[config.mk]
export PLATFORM = sky130hd
export DESIGN_NAME = status_ring_producer
export DESIGN_NICKNAME = d
export VERILOG_FILES = /design/src/rtl/srp_pkg.sv /design/src/rtl/srp_us_timer.sv /design/src/rtl/srp_ring_ptr.sv /design/src/rtl/srp_entry_writer.sv /design/src/rtl/status_ring_producer.sv
export SDC_FILE = /design/constraint.sdc
export NUM_CORES = 1
export LEC_CHECK = 0
export BUFFER_PORTS_ARGS = -buffer_cell sky130_fd_sc_hd__buf_4
export CORE_ASPECT_RATIO = 0.6
export CORE_MARGIN = 2
export CORE_UTILIZATION = 52
export DETAILED_ROUTE_END_ITERATION = 12
export GPL_TIMING_DRIVEN = 1
export PLACE_DENSITY = 0.81
export RECOVER_POWER = 100
export SETUP_SLACK_MARGIN = 0.05
export SYNTH_ARGS = -nofsm -noshare
export SYNTH_HDL_FRONTEND = slang
export SYNTH_SLANG_ARGS = --single-unit
[constraint.sdc]
create_clock -name clk -period 5.95 [get_ports clk]
set_input_delay 1.19 -clock clk [delete_from_list [all_inputs] [get_ports clk]]
set_output_delay 1.19 -clock clk [all_outputs]
set_load 0.05 [all_outputs]
[src/rtl/srp_pkg.sv]
package srp_pkg;
  localparam int ENTRY_WORDS = 26;
  localparam int WORD_W      = 32;
  localparam int CMD_W       = 16;
  localparam int EXEC_W      = 10;
  localparam int RES_W       = 2;
  localparam int LOOP_W      = 4;
  localparam int TS_W        = 32;

  typedef enum logic [RES_W-1:0] {
    RES_OK           = 2'd0,
    RES_BLOCKED      = 2'd1,
    RES_FAILED       = 2'd2,
    RES_RSRC_BLOCKED = 2'd3
  } exec_result_e;

  typedef struct packed {
    logic [3:0]          rsvd;
    exec_result_e        result;
    logic [EXEC_W-1:0]   exec_us;
    logic [CMD_W-1:0]    cmd_num;
  } hdr_word_t;
endpackage

[src/rtl/srp_us_timer.sv]
module srp_us_timer #(
  parameter int CLKS_PER_US = 200,
  parameter int TS_W        = 32,
  parameter int EXEC_W      = 10
) (
  input  logic              clk,
  input  logic              rst_n,
  input  logic              exec_start,
  output logic [TS_W-1:0]   ts,
  output logic [EXEC_W-1:0] exec_us
);
  localparam int DIV_W = (CLKS_PER_US > 1) ? $clog2(CLKS_PER_US) : 1;
  localparam logic [DIV_W-1:0]  DIV_LAST = DIV_W'(CLKS_PER_US - 1);
  localparam logic [EXEC_W-1:0] EXEC_MAX = '1;

  logic [DIV_W-1:0]  div_q, div_d;
  logic [TS_W-1:0]   ts_q, ts_d;
  logic [EXEC_W-1:0] exec_q, exec_d;
  logic              tick;

  always_comb begin
    tick  = (div_q == DIV_LAST);
    div_d = tick ? '0 : div_q + DIV_W'(1);
    ts_d  = tick ? ts_q + TS_W'(1) : ts_q;
    if (exec_start)
      exec_d = '0;
    else if (tick && (exec_q != EXEC_MAX))
      exec_d = exec_q + EXEC_W'(1);
    else
      exec_d = exec_q;
  end

  always_ff @(posedge clk or negedge rst_n) begin
    if (!rst_n) begin
      div_q  <= '0;
      ts_q   <= '0;
      exec_q <= '0;
    end else begin
      div_q  <= div_d;
      ts_q   <= ts_d;
      exec_q <= exec_d;
    end
  end

  assign ts      = ts_q;
  assign exec_us = exec_q;
endmodule

[src/rtl/srp_ring_ptr.sv]
module srp_ring_ptr #(
  parameter int RING_ENTRIES = 16,
  parameter int PTR_W        = 4,
  parameter int LOOP_W       = 4
) (
  input  logic              clk,
  input  logic              rst_n,
  input  logic              commit,
  input  logic [PTR_W-1:0]  cons_rd_ptr,
  output logic [PTR_W-1:0]  wr_ptr,
  output logic [LOOP_W-1:0] loop_stamp,
  output logic              full
);
  localparam logic [PTR_W-1:0] SLOT_LAST = PTR_W'(RING_ENTRIES - 1);

  logic [PTR_W-1:0]  wr_q, wr_d, wr_next;
  logic [LOOP_W-1:0] loop_q, loop_d;
  logic              at_last;

  always_comb begin
    at_last = (wr_q == SLOT_LAST);
    wr_next = at_last ? '0 : wr_q + PTR_W'(1);
    wr_d    = commit ? wr_next : wr_q;
    loop_d  = (commit && at_last) ? loop_q + LOOP_W'(1) : loop_q;
  end

  always_ff @(posedge clk or negedge rst_n) begin
    if (!rst_n) begin
      wr_q   <= '0;
      loop_q <= '0;
    end else begin
      wr_q   <= wr_d;
      loop_q <= loop_d;
    end
  end

  assign wr_ptr     = wr_q;
  assign loop_stamp = loop_q + LOOP_W'(1);
  assign full       = (wr_next == cons_rd_ptr);
endmodule

[src/rtl/srp_entry_writer.sv]
module srp_entry_writer #(
  parameter int WORDS  = 26,
  parameter int WORD_W = 32,
  parameter int ADDR_W = 9,
  parameter int PTR_W  = 4,
  parameter int LOOP_W = 4
) (
  input  logic              clk,
  input  logic              rst_n,
  input  logic              start,
  input  logic [WORD_W-1:0] hdr_in,
  input  logic [WORD_W-1:0] ts_in,
  input  logic [WORD_W-1:0] pay_in,
  input  logic [LOOP_W-1:0] loop_stamp,
  input  logic [PTR_W-1:0]  wr_ptr,
  input  logic              mem_wr_ready,
  output logic              busy,
  output logic              mem_wr_valid,
  output logic [ADDR_W-1:0] mem_wr_addr,
  output logic [WORD_W-1:0] mem_wr_data,
  output logic              commit,
  output logic              irq
);
  localparam int WIDX_W = $clog2(WORDS);
  localparam logic [WIDX_W-1:0] IDX_HDR  = WIDX_W'(0);
  localparam logic [WIDX_W-1:0] IDX_TS   = WIDX_W'(1);
  localparam logic [WIDX_W-1:0] IDX_PAY  = WIDX_W'(2);
  localparam logic [WIDX_W-1:0] IDX_LAST = WIDX_W'(WORDS - 1);

  logic              busy_q, busy_d;
  logic [WIDX_W-1:0] widx_q, widx_d;
  logic              irq_q, irq_d;
  logic [WORD_W-1:0] hdr_q, ts_q, pay_q;
  logic              word_acc, last_acc;

  always_comb begin
    word_acc = busy_q && mem_wr_ready;
    last_acc = word_acc && (widx_q == IDX_LAST);
    busy_d   = busy_q;
    widx_d   = widx_q;
    if (start) begin
      busy_d = 1'b1;
      widx_d = '0;
    end else if (last_acc) begin
      busy_d = 1'b0;
      widx_d = '0;
    end else if (word_acc) begin
      widx_d = widx_q + WIDX_W'(1);
    end
    irq_d = last_acc;
  end

  always_ff @(posedge clk or negedge rst_n) begin
    if (!rst_n) begin
      busy_q <= 1'b0;
      widx_q <= '0;
      irq_q  <= 1'b0;
    end else begin
      busy_q <= busy_d;
      widx_q <= widx_d;
      irq_q  <= irq_d;
    end
  end

  // Datapath capture: enable only, no reset needed
  always_ff @(posedge clk) begin
    if (start) begin
      hdr_q <= hdr_in;
      ts_q  <= ts_in;
      pay_q <= pay_in;
    end
  end

  always_comb begin
    mem_wr_data = '0;
    if (widx_q == IDX_HDR)
      mem_wr_data = hdr_q;
    else if (widx_q == IDX_TS)
      mem_wr_data = ts_q;
    else if (widx_q == IDX_PAY)
      mem_wr_data = pay_q;
    else if (widx_q == IDX_LAST)
      mem_wr_data = {loop_stamp, {(WORD_W-LOOP_W){1'b0}}};
  end

  assign mem_wr_addr  = ADDR_W'(wr_ptr) * ADDR_W'(WORDS) + ADDR_W'(widx_q);
  assign busy         = busy_q;
  assign mem_wr_valid = busy_q;
  assign commit       = last_acc;
  assign irq          = irq_q;
endmodule

[src/rtl/status_ring_producer.sv]
module status_ring_producer
  import srp_pkg::*;
#(
  parameter int RING_ENTRIES = 16,
  parameter int CLKS_PER_US  = 200,
  parameter int PTR_W        = (RING_ENTRIES > 1) ? $clog2(RING_ENTRIES) : 1,
  parameter int ADDR_W       = $clog2(RING_ENTRIES * ENTRY_WORDS)
) (
  input  logic              clk,
  input  logic              rst_n,
  input  logic              exec_start,
  input  logic              rpt_valid,
  output logic              rpt_ready,
  input  logic [CMD_W-1:0]  rpt_cmd_num,
  input  logic [RES_W-1:0]  rpt_result,
  input  logic [WORD_W-1:0] rpt_payload,
  input  logic [PTR_W-1:0]  cons_rd_ptr,
  output logic              mem_wr_valid,
  input  logic              mem_wr_ready,
  output logic [ADDR_W-1:0] mem_wr_addr,
  output logic [WORD_W-1:0] mem_wr_data,
  output logic              irq
);
  logic [TS_W-1:0]   ts_now;
  logic [EXEC_W-1:0] exec_now;
  logic [PTR_W-1:0]  wr_ptr;
  logic [LOOP_W-1:0] loop_stamp;
  logic              ring_full, busy, commit, accept;
  hdr_word_t         hdr;

  srp_us_timer #(
    .CLKS_PER_US (CLKS_PER_US),
    .TS_W        (TS_W),
    .EXEC_W      (EXEC_W)
  ) u_timer (
    .clk        (clk),
    .rst_n      (rst_n),
    .exec_start (exec_start),
    .ts         (ts_now),
    .exec_us    (exec_now)
  );

  srp_ring_ptr #(
    .RING_ENTRIES (RING_ENTRIES),
    .PTR_W        (PTR_W),
    .LOOP_W       (LOOP_W)
  ) u_ptr (
    .clk         (clk),
    .rst_n       (rst_n),
    .commit      (commit),
    .cons_rd_ptr (cons_rd_ptr),
    .wr_ptr      (wr_ptr),
    .loop_stamp  (loop_stamp),
    .full        (ring_full)
  );

  always_comb begin
    rpt_ready   = !busy && !ring_full;
    accept      = rpt_valid && rpt_ready;
    hdr.rsvd    = '0;
    hdr.result  = exec_result_e'(rpt_result);
    hdr.exec_us = exec_now;
    hdr.cmd_num = rpt_cmd_num;
  end

  srp_entry_writer #(
    .WORDS  (ENTRY_WORDS),
    .WORD_W (WORD_W),
    .ADDR_W (ADDR_W),
    .PTR_W  (PTR_W),
    .LOOP_W (LOOP_W)
  ) u_writer (
    .clk          (clk),
    .rst_n        (rst_n),
    .start        (accept),
    .hdr_in       (hdr),
    .ts_in        (ts_now),
    .pay_in       (rpt_payload),
    .loop_stamp   (loop_stamp),
    .wr_ptr       (wr_ptr),
    .mem_wr_ready (mem_wr_ready),
    .busy         (busy),
    .mem_wr_valid (mem_wr_valid),
    .mem_wr_addr  (mem_wr_addr),
    .mem_wr_data  (mem_wr_data),
    .commit       (commit),
    .irq          (irq)
  );
endmodule

==> insert_results.sql <==
INSERT INTO impl_metrics (metric_group, metric, value, unit) VALUES
('min_path', 'min_path_type', 'reg -> reg', ''),
('clocking', 'cts.root.buffer_cell', 'sky130_fd_sc_hd__clkbuf_16', ''),
('critical_path', 'reg2reg_from', 'u_ptr.wr_ptr[0]', ''),
('power', 'irDropWorstVdd', '0.000240', 'V'),
('place', 'detailedPlacementHpwl', '10100', 'microns'),
('grt', 'grt_max_degree', '66', ''),
('power', 'leak_pwr', '3.31', 'nW'),
('power', 'share_clk_of_total_power', '28.1', '%'),
('layout', 'postLayoutCellArea', '8390', 'sq um'),
('timing', 'worstMarginPinSlew', '3.62', 'ns'),
('power', 'total_internal_power', '2.10', 'mW'),
('critical_path', 'critPathKind', 'reg -> out', ''),
('timing', 'grt_setup_unrepaired', 'false', ''),
('outcome', 'outcome', 'finished, violations left', ''),
('critical_path', 'critical_path.top_delay_family', 'compound AO/OA/AOI/OAI gates', ''),
('layout', 'finish.net_count', '762', ''),
('route', 'drt-initial-drc-count', '321', ''),
('critical_path', 'cp-start-kind', 'flop', ''),
('timing', 'fin_worst_skew', '0.0120', 'ns'),
('place', 'place.gp.congestion', '0.834', ''),
('synthesis', 'async_reset_ff_share', '41.4', '%'),
('power', 'power_density_of_the_placed_cells', '442', 'nW/um^2'),
('power', 'p_comb_share', '38.0', '%'),
('layout', 'post_route_cells_drive_above_1_share', '15.1', '%'),
('timing', 'layout_worst_path_cycle_share', '85.5', '%'),
('die', 'fp.coreArea', '13100', 'sq um'),
('clocking', 'cts.sink_count', '157', ''),
('die', 'fp.dieArea', '14600', 'sq um'),
('synthesis', 'yosys_warnings', '0', ''),
('min_path', 'hold_depth', '1', ''),
('synthesis', 'xor_and_xnor_fraction_of_the_mapped_netlist_area', '7.53', '%'),
('power', 'total_power', '3.71', 'mW'),
('outcome', 'violations', 'max-capacitance violations, max-slew violations', ''),
('timing', 'max_slew_violation_count', '110', ''),
('critical_path', 'rrSetupSlack', '1.25', 'ns'),
('clocking', 'cts_tree', 'done', ''),
('power', 'seq_power_share', '33.9', '%'),
('critical_path', 'cp_data_required_time', '4.76', 'ns'),
('grt', 'groute.usage.overall', '21.1', '%'),
('grt', 'grt_antenna_before_repair', '0', ''),
('critical_path', 'cp_slowest_stage_delay', '1.07', 'ns'),
('synthesis', 'synth_edf_count', '92', ''),
('layout', 'nFillCells', '1001', ''),
('synthesis', 'post_synth_mux_area_share', '0.459', '%'),
('clocking', 'cts_setup_buffers', '0', ''),
('route', 'detail-route-antenna-nets', '0', ''),
('clocking', 'tritoncts.num_buffers', '17', ''),
('clocking', 'cts.htree.levels', '4', ''),
('grt', 'gr-total-overflow', '0', ''),
('grt', 'grtUsageMet3', '4.82', '%'),
('synthesis', 'synth.top_cell.area_share', '39.0', '%'),
('die', 'floorplan.initialDensity', '54.2', '%'),
('route', 'drt_wl_total', '14600', 'microns'),
('critical_path', 'cp-end-kind', 'output port', ''),
('route', 'route.detailed.vias_per_inst', '5.59', ''),
('synthesis', 'synth_top_family_by_area', 'simple AND/OR/NAND/NOR gates', ''),
('timing', 'fin_worst_hold_slack', '0.461', 'ns'),
('layout', 'final_core_utilization', '64.1', '%'),
('grt', 'gr-usage-met1', '28.5', '%'),
('die', 'rows', '32', ''),
('power', 'power.share.switching', '43.3', '%'),
('job', 'number_of_maximum_capacitance_violations', '2', ''),
('clocking', 'clk_pin_slew', '0.06', 'ns'),
('route', 'vias', '4801', ''),
('timing', 'maxSlewHeadroom', '-141', '%'),
('clocking', 'insertion_delay_of_the_later_clocked_pin_in_the_worst_skew_pair', '0.42', 'ns'),
('synthesis', 'sequential_share_of_the_synthesized_area', '61.9', '%'),
('synthesis', 'synth.ff_latch_count', '157', ''),
('synthesis', 'post_synth_and_or_nand_nor_area_fraction', '14.1', '%'),
('grt', 'grtUsageMet2', '34.6', '%'),
('critical_path', 'cp.buffers_inverters', '2', '');
[power by group through the flow]
stage	sequential [mW]	combinational, mW	clock, mW
after floorplan	1.25	1.12	0
after global placement	1.27	1.53	0
after detailed placement	1.28	1.57	0
after CTS	1.26	1.57	1.06
after global routing	1.26	1.51	1.11
final	1.26	1.41	1.04
[metrics by stage]
step           instances  setup slack (ns)
3_5_place_dp         827              1.90
5_1_grt              859             0.620
4_1_cts              859              1.45
3_3_place_gp         827              2.12
2_1_floorplan        569              1.25
6_report             859             0.865
[layer usage]
metal	wire length, microns	vias up
li1	-	2295
met1	6650	2339
met2	7010	157
met3	894	10
met4	82	0
met5	0	-
[logic make-up after synthesis]
kind of cell / Yosys count
compound gates: 95
fa+ha+maj: 27
mux: 3
flops: 157
simple gates: 187
buf+inv: 39
xor+xnor: 61
[flip-flops by register name (all words and copies together) (netlist names), 5 cells and up]
signal and flops:
u_writer.widx_q 5, u_timer.ts 32, u_writer.hdr_q 28, u_timer.exec_us 10
u_writer.pay_q 32, u_writer.ts_q 32, u_timer.div_q 8
[worst paths after layout]
kind,to
setup / recovery,mem_wr_data[19]
hold / removal,u_timer.div_q[0]
setup reg to reg,u_writer.widx_q[2]
hold reg to reg,u_timer.div_q[0]
max in group asynchronous,u_timer.ts[7]
min in group asynchronous,u_timer.exec_us[0]
[final cells by class]
| type | count | area, sq um | area share [%] |
|---|---|---|---|
| multi-input combinational | 373 | 2490 | 29.7 |
| clock inverter | 13 | 129 | 1.54 |
| clock buffer | 19 | 443 | 5.28 |
| sequential | 157 | 4390 | 52.3 |
| tap | 170 | 213 | 2.54 |
| inverter | 20 | 75.1 | 0.895 |
| timing repair buffer | 107 | 646 | 7.70 |
[placed cells by master (no fill, tap or decap), drive strengths merged, types with 2 or more instances in the layout]
master,netlist,final
and2,5,5
nor3b,2,2
nand3,25,25
mux2,2,2
nor2,34,34
and4,8,8
nor4,5,5
xnor2,47,47
o21a,2,2
clkinvlp,0,4
a31oi,4,4
nand4,12,12
clkinv,0,2
a221oi,3,3
nand2,64,64
fa,2,2
dfrtp,65,65
and3,4,4
a22oi,29,29
edfxtp,92,92
nor4b,3,3
ha,25,25
inv,20,26
a21o,3,3
or3,3,3
clkbuf,8,109
and4b,2,2
a21oi,7,7
xor2,14,14
nor3,15,15
buf,11,17
o21ai,39,39
nor2b,2,2
No activity file was read; power rests on OpenSTA's default activity.
